`config.mk`:
```
export PLATFORM = sky130hd
export DESIGN_NAME = banked_regfile
export DESIGN_NICKNAME = d
export VERILOG_FILES = /design/src/rtl/bankreg_pkg.sv /design/src/rtl/bankreg_decode.sv /design/src/rtl/bankreg_rdport.sv /design/src/rtl/banked_regfile.sv
export SDC_FILE = /design/constraint.sdc
export NUM_CORES = 2
export LEC_CHECK = 0
export BUFFER_PORTS_ARGS = -buffer_cell sky130_fd_sc_hd__buf_2
export CORE_ASPECT_RATIO = 0.7
export CORE_MARGIN = 5
export CORE_UTILIZATION = 60
export DETAILED_ROUTE_END_ITERATION = 6
export PLACE_DENSITY = 0.8
export SETUP_SLACK_MARGIN = 0.3
export SYNTH_ARGS = -nofsm -noshare
export SYNTH_HDL_FRONTEND = slang
export SYNTH_HIERARCHICAL = 1
export SYNTH_SLANG_ARGS = --single-unit
export TNS_END_PERCENT = 5
```
`constraint.sdc`:
```
create_clock -name clk -period 7.1 [get_ports clk]
set_clock_uncertainty 0.2 [all_clocks]
set_input_delay 0.355 -clock clk [delete_from_list [all_inputs] [get_ports clk]]
set_output_delay 0.355 -clock clk [all_outputs]
set_load 0.01 [all_outputs]
```
`src/rtl/bankreg_pkg.sv`:
```
`timescale 1ns/1ps
package bankreg_pkg;

    localparam int NUM_REGS = 16;
    localparam int IDX_W    = $clog2(NUM_REGS);
    localparam int MODE_W   = 5;
    localparam int NUM_BANK = 6;
    localparam int BANK_W   = $clog2(NUM_BANK);
    localparam int HI_BASE  = 8;
    localparam int HI_CNT   = 5;
    localparam int SP_IDX   = 13;
    localparam int LR_IDX   = 14;

    localparam logic [MODE_W-1:0] MD_USR = 5'h10;
    localparam logic [MODE_W-1:0] MD_FIQ = 5'h11;
    localparam logic [MODE_W-1:0] MD_IRQ = 5'h12;
    localparam logic [MODE_W-1:0] MD_SVC = 5'h13;
    localparam logic [MODE_W-1:0] MD_ABT = 5'h17;
    localparam logic [MODE_W-1:0] MD_UND = 5'h1B;
    localparam logic [MODE_W-1:0] MD_SYS = 5'h1F;

    typedef enum logic [BANK_W-1:0] {
        BK_NONE = 3'd0,
        BK_FIQ  = 3'd1,
        BK_IRQ  = 3'd2,
        BK_SVC  = 3'd3,
        BK_ABT  = 3'd4,
        BK_UND  = 3'd5
    } bank_e;

    function automatic bank_e mode_to_bank(input logic [MODE_W-1:0] m);
        case (m)
            MD_FIQ:  return BK_FIQ;
            MD_IRQ:  return BK_IRQ;
            MD_SVC:  return BK_SVC;
            MD_ABT:  return BK_ABT;
            MD_UND:  return BK_UND;
            default: return BK_NONE;
        endcase
    endfunction

endpackage

```
`src/rtl/bankreg_decode.sv`:
```
`timescale 1ns/1ps
module bankreg_decode
    import bankreg_pkg::*;
(
    input  logic [MODE_W-1:0] mode,
    output logic [BANK_W-1:0] bank,
    output logic              is_fiq
);
    bank_e sel;

    always_comb begin
        sel    = mode_to_bank(mode);
        bank   = sel;
        is_fiq = (sel == BK_FIQ);
    end
endmodule

```
`src/rtl/bankreg_rdport.sv`:
```
`timescale 1ns/1ps
module bankreg_rdport
    import bankreg_pkg::*;
#(
    parameter int DW = 32
) (
    input  logic [NUM_REGS-1:0][DW-1:0] regs,
    input  logic [IDX_W-1:0]            idx,
    output logic [DW-1:0]               data
);
    always_comb begin
        data = regs[idx];
    end
endmodule

```
`src/rtl/banked_regfile.sv`:
```
`timescale 1ns/1ps
module banked_regfile
    import bankreg_pkg::*;
#(
    parameter int DATA_W = 32,
    parameter int NPORT  = 2
) (
    input  logic              clk,
    input  logic              rst_n,
    input  logic [3:0]        rd_a_idx,
    output logic [DATA_W-1:0] rd_a_data,
    input  logic [3:0]        rd_b_idx,
    output logic [DATA_W-1:0] rd_b_data,
    input  logic              wr_en,
    input  logic [3:0]        wr_idx,
    input  logic [DATA_W-1:0] wr_data,
    input  logic              mode_req,
    input  logic [4:0]        mode_tgt,
    input  logic              psr_wr_en,
    input  logic [DATA_W-1:0] psr_wr_data,
    output logic [4:0]        cur_mode,
    output logic [DATA_W-1:0] saved_status
);

    typedef struct packed {
        logic [NUM_REGS-1:0][DATA_W-1:0]          gpr;
        logic [NUM_BANK-1:0][DATA_W-1:0]          sp_bank;
        logic [NUM_BANK-1:0][DATA_W-1:0]          lr_bank;
        logic [NUM_BANK-1:0][DATA_W-1:0]          psr_bank;
        logic [1:0][HI_CNT-1:0][DATA_W-1:0]       hi_bank;
        logic [DATA_W-1:0]                        psr;
        logic [MODE_W-1:0]                        mode;
    } state_t;

    state_t st_d, st_q;

    logic [BANK_W-1:0] old_bank, new_bank;
    logic              old_fiq, new_fiq;

    bankreg_decode u_dec_old (
        .mode   (st_q.mode),
        .bank   (old_bank),
        .is_fiq (old_fiq)
    );

    bankreg_decode u_dec_new (
        .mode   (mode_tgt),
        .bank   (new_bank),
        .is_fiq (new_fiq)
    );

    // next-state logic: swap first, then writes land in the new view
    always_comb begin
        st_d = st_q;
        if (mode_req && (mode_tgt != st_q.mode)) begin
            if (old_bank != new_bank) begin
                st_d.sp_bank[old_bank]  = st_q.gpr[SP_IDX];
                st_d.lr_bank[old_bank]  = st_q.gpr[LR_IDX];
                st_d.psr_bank[old_bank] = st_q.psr;
                st_d.gpr[SP_IDX]        = st_q.sp_bank[new_bank];
                st_d.gpr[LR_IDX]        = st_q.lr_bank[new_bank];
                st_d.psr                = st_q.psr_bank[new_bank];
                if (old_fiq || new_fiq) begin
                    for (int k = 0; k < HI_CNT; k++) begin
                        st_d.hi_bank[old_fiq][k] = st_q.gpr[HI_BASE+k];
                        st_d.gpr[HI_BASE+k]      = st_q.hi_bank[new_fiq][k];
                    end
                end
            end
            st_d.mode = mode_tgt;
        end
        if (wr_en) begin
            st_d.gpr[wr_idx] = wr_data;
        end
        if (psr_wr_en) begin
            st_d.psr = psr_wr_data;
        end
    end

    always_ff @(posedge clk or negedge rst_n) begin
        if (!rst_n) begin
            st_q      <= '0;
            st_q.mode <= MD_SYS;
        end else begin
            st_q <= st_d;
        end
    end

    logic [NPORT-1:0][IDX_W-1:0]  rd_idx;
    logic [NPORT-1:0][DATA_W-1:0] rd_data;

    always_comb begin
        rd_idx[0] = rd_a_idx;
        rd_idx[1] = rd_b_idx;
    end

    for (genvar p = 0; p < NPORT; p++) begin : g_rd
        bankreg_rdport #(.DW(DATA_W)) u_rd (
            .regs (st_q.gpr),
            .idx  (rd_idx[p]),
            .data (rd_data[p])
        );
    end

    assign rd_a_data    = rd_data[0];
    assign rd_b_data    = rd_data[1];
    assign cur_mode     = st_q.mode;
    assign saved_status = st_q.psr;

endmodule

```
# Yosys cells after proc, flatten, opt, wreduce, memory -nomap -nowiden
# Index checks and enable logic that the tools add are counted.
# classes
addsub	0
mul	0
n_div	0
n_lt_le_gt_ge	10
eq_ne	14
shifts	0
mux	44
bitwise	0
reduce_logical	10
# op_table
operator	n
bitwise mux 320 bit	5
demux 160 bit (select 1 bit)	5
2-to-1 mux 160 bit	4
bitwise mux 192 bit	3
bitwise mux 512 bit	1
2-to-1 mux 480 bit	1
2-to-1 mux 224 bit	2
2-to-1 mux 32 bit	10
binary-select mux 32 bit (select 3 bit)	3
binary-select mux 32 bit (select 4 bit)	2
demux 32 bit (select 4 bit)	1
2-to-1 mux 128 bit	1
demux 32 bit (select 3 bit)	1
2-to-1 mux 96 bit	1
2-to-1 mux 64 bit	1
== test 5 bit (second input constant)	10
2-to-1 mux 37 bit	1
one-hot mux 3 bit (5 select lines)	2
< comparator 4 x 5 -> 1 bit (second input constant)	3
< comparator 3 x 4 -> 1 bit (second input constant)	2
== test 3 x 1 -> 1 bit (second input constant)	2
!= test 5 bit	1
>= comparator 4 x 1 -> 1 bit (second input constant)	1
logical AND 1 bit	4
8 further kinds	11
# word_totals
reg_bits	1445
latch_bits	0
ram_bits	0
romBits	0
inputBits	86
output_inout_bits	101
memories	0

# Logic depth before layout (Yosys ltp)
# depth
word_depth	12
ltp_mapped	11

# Hierarchy
# Netlist, hierarchy kept.
# modules_own_cells
module	n_inst	cells_per_inst	area_each_um2	seq_area_each_um2
banked_regfile	1	4303	61580.3	36165.9
bankreg_rdport	2	271	3728.6	0.0
bankreg_decode	2	8	51.3	0.0

# Worst setup path after synthesis
# Ideal clock, no wire load.
# synth_timing
path_kind	reg-to-reg
start	reg, netlist name cur_mode[2]
end	reg st_q[453] (netlist bit)
setup_time_ps	125
t_arrival_ps	2379
path_slack_ps	4396
stages_incl_launch_ff	11
period_less_slack_ps	2704
path_cell_list	dfstp_2 xnor2_1 nor3b_2 xnor2_1 nand3_2 o211a_1 buf_2 nand4b_1 buf_2 buf_4 mux2_2
# synth_via
elab_chain_len	7
elab_cells_between_ends	16
# synth_lines
item	line	source
== test 5 bit	bankreg_pkg.sv:32	case (m)
one-hot mux 3 bit (5 select lines) *	bankreg_pkg.sv:32	
named net old_bank[2]	banked_regfile.sv:37	logic [BANK_W-1:0] old_bank, new_bank;
< comparator 3 x 4 -> 1 bit (implied by the code) / >= comparator 3 x 1 -> 1 bit (equally long branches)	banked_regfile.sv:59	st_d.psr_bank[old_bank] = st_q.psr;
logical AND 1 bit (implied by the code)	banked_regfile.sv:59	
2-to-1 mux 32 bit (implied by the code)	banked_regfile.sv:59	
demux 32 bit (select 3 bit)	banked_regfile.sv:59	
bitwise mux 192 bit	banked_regfile.sv:59	
end signal: assignment	banked_regfile.sv:85	st_q <= st_d;
end: declaration	banked_regfile.sv:35	state_t st_d, st_q;
# Mark *: on every way through the listed nets, which the timed path passes. The rest lies on a longest branch.
# A chain may end at the register's enable or synchronous reset.

==> impl.org <==
** Route
- Summed over all layers, the routed wires come to 190,000 µm.
- Routed wire per std cell :: 29.2 µm
- After detailed routing, the number of vias per cell comes to between 7 and 8.
- The detail route stage leaves a number of antenna-violating nets equal to 0.
- Number of vias after detailed routing :: 45,700
- Number of design rule violations left after detail routing :: 0
- DRT iter0 DRCs :: 5,232
- The first TritonRoute pass finished after 7 iterations.

** Setup path
- Largest driver fanout on the critical path :: 177
- In this design, the stage delay of the slowest critical-path cell is around 700 ps.
- Critical Path Sink Type :: flop
- Critical path startpoint category :: flop
- Data arrives at the worst endpoint at 5270 ps.
- The largest individual stage delay along the critical path comes from the cell buf_12.
- Crit path buffers/inverters :: 2
- Crit Path Class :: reg2reg
- Among cell families on the critical path, the largest total delay comes from buffers and inverters.
- Required time of the critical path :: 7540 ps
- Ordered cell list for the critical path :: nand2_1 > nor3_1 > xnor2_1 > nand3_2 > o211a_4 > buf_4 > buf_12 > nand3_1 > o221a_2
- The worst register-to-register path has a setup slack of 2280 ps.

** Pwr
- Sequential share of power :: 49.0%
- The share of total power dissipated in the clock network is 28.7%.
- In this run switching power makes up 29.8% of total power.
- Cell internal power was estimated by the tool at ~18 mW.
- Worst voltage drop across the vdd grid :: 0.000295 V
- In this run the power density over the cells is ~340 nW/µm².
- Combinational logic is responsible for 22.3% of the overall power.
- In this run the power spent charging and discharging nets is between 7 and 8 mW.
- Total chip power :: 26.1 mW
- The analysis attributes to cell leakage a power of roughly 34 nW.

** STA
- Number of max-slew violations in the final report :: 0
- Setup tns final :: 0 ps
- Derived from the worst setup path, the maximum achievable clock frequency is 0.207 GHz.
- The final count of hold timing violations is 0.
- Setup violations remaining at the end of the flow were counted as 0.
- Setup repair after global routing left no endpoint under its margin.
- The worst path uses 67.9% of the clock period.
- Worst Setup Slack, final :: 2280 ps
- Crit path time final :: 4820 ps
- Measured against its own limit, the worst slew margin works out to 27.0%.
- Slew at the pin closest to its max-slew limit :: 1100 ps

** Flow run
- Max-cap violations in this run came to 0.

** Die
- Number of ports placed on the die boundary :: between 150 and 200
- The floorplan step defined a core boundary enclosing approximately 110,000 µm².
- The die is ~290 µm tall.
- The die covers 122,000 µm².
- After floorplanning, the core was divided into 104 placement rows.
- Initial core utilization :: 60.3%
- From left edge to right edge, the die measures approximately 420 µm.

** Clocking
- For the worst-skew pair, the clock arrives at the later sink with an insertion delay of a little under 800 ps.
- Counting along the longest clock path gives a buffer depth of 3.
- H-tree level count :: 4
- Clock tree synthesis selected as its root buffer the cell clkbuf_16.
- Clock transition at the registers of the reported paths :: approximately 60 ps
- Once the clock tree was built, the setup fixing pass inserted 0 buffers.
- The clock drives 1,445 sinks.
- TritonCTS built the clock tree.
- TritonCTS buffer count :: ~140

** Finish
- Area Overhead vs Synth :: 10.0%
- Register area :: roughly 36,000 µm²
- Share of layout cells above drive strength 1 :: 43.8%
- Count of non-filler cells in the finished layout :: 6,519
- Filler Cell Count :: 7,816
- Area of combinational cells with multiple inputs :: roughly 30,000 µm²
- # nets final :: 4,952

** GRT
- Entering global routing, the biggest net connects about 190 pins.
- GR Overflow Total :: 0
- Wire length of the first global-routing pass :: 294,000 µm
- Antenna violations before repair :: 9
- The via count of the first global-routing pass was 47,600.
- Total Routing Usage GR :: 31.2%

** Synthesis
- Post-synth cell types :: 40
- Share of flip-flops with an asynchronous set or reset after synthesis :: 100%
- Largest cells by area after synthesis :: dfrtp_1, mux2_2, mux4_2
- Area share of the largest cell type after synthesis :: 52.1%
- Synth cell count leaders :: dfrtp_1, mux2_2, mux4_2
- Number of standard cells after synthesis :: around 4,900
- Post-Synthesis Mean Instance Area :: 14.2 µm²
- Among all flip-flop cells after synthesis, the most frequent one is dfrtp_1.
- dfrtp_1 takes more of the synthesized area than any other cell.
- Yosys warning count :: 6
- Counting flops with a built-in enable in the synthesized netlist gives 0.
- #FFs+latches synth :: 1,445
- Net count after synthesis :: 4,947
- Summing every instance area after synthesis gives 69,100 µm².
- Most frequently used cell type in the post-synthesis netlist :: dfrtp_1
- Share of the yosys chip area belonging to registers :: a little over half

** Place
- The congestion estimate from routability-driven global placement came to roughly 0.83.
- In this run, placement finished with an instance count of 6,188.
- Number of buffers added on ports :: 186
- OpenSTA, run right after detailed placement, puts the worst setup slack at 2330 ps.
- HPWL Detailed :: ~110,000 µm

** Min path
- Tightest Hold Check Type :: in2async

** Run status
- The flow ran to the end, and the final reports show no timing, DRC or antenna violations.
## cell type report
type | count | share of cell area, %
flip-flops and latches | 1445 | 47.5
multi-input cells | 2843 | 40.1
clock buffers | 211 | 5.45
repair buffers | 342 | 3.32
well taps | 1537 | 2.53
clock inverters | 37 | 0.516
inverters | 97 | 0.485
diodes | 7 | 0.0230
## kinds of logic after synthesis
family | count (synthesis) | share of synthesized area, %
mux | 1669 | 33.2
flops | 1445 | 52.3
compound gates | 711 | 7.54
buf+inv | 573 | 3.92
simple gates | 453 | 2.93
xor+xnor | 10 | 0.127
## metal layers
metal  global-route usage (%)  share of wire [%]  vias up
met5                        0             0.0068        -
met4                     13.8                4.4        2
met3                     8.53                9.7      503
met2                     47.6                 46     2356
met1                     42.5                 40    24400
li1                         -                  -    18400
## path summary, 6_finish.rpt
kind / end / cells past startpoint / start
setup reg to reg: st_q[1271] / 9 / cur_mode[4]
hold reg to reg: st_q[495] / 1 / st_q[495]
min in group clk: st_q[1310] / 3 / wr_idx[0]
hold / removal: st_q[703] / 2 / rst_n
setup / recovery: st_q[1271] / 9 / cur_mode[4]
max in group asynchronous: st_q[482] / 4 / rst_n
## what timing repair did
| item | in CTS | in global routing |
|---|---|---|
| setup endpoints to repair | 0 | 0 |
| hold buffers | 76 | 0 |
| hold endpoints to repair | 512 | 0 |
| gates resized for setup | 0 | 0 |
## layout by cell type (no fill, tap or decap), types with 90 or more instances in the layout
master and n:
a22oi_1 128, buf_2 181, clkbuf_16 143, dfrtp_1 1440, inv_1 96, mux2_2 1045
mux2_4 90, mux2i_1 128, mux4_2 352, nand2_1 167, nand3_1 162, o21ai_0 160
o221a_2 160, o22ai_1 256
## power by group through the flow
stage                     clock network [mW]  registers, mW  logic (mW)
after floorplan                            0           11.9        4.50
after global placement                     0           12.6        5.50
after detailed placement                   0           12.8        5.73
after CTS                               7.55           12.7        5.81
after global routing                    7.92           13.0        6.28
final                                   7.48           12.8        5.83
## per-stage QoR
step                hold slack (ps)  cell area, µm²  utilization [%]
floorplan                      -141           69100                -
global placement                262           70800             61.7
detailed placement              271           70800             61.7
CTS                            26.3           76100             66.4
global route                   79.2           76100             66.4
finish                         67.4           76100             66.4
## sequential cells by signal (all words and copies together), names as in the netlist
name	cells
cur_mode	5
saved_status	32
st_q	1408
No activity file was read; power rests on OpenSTA's default activity.
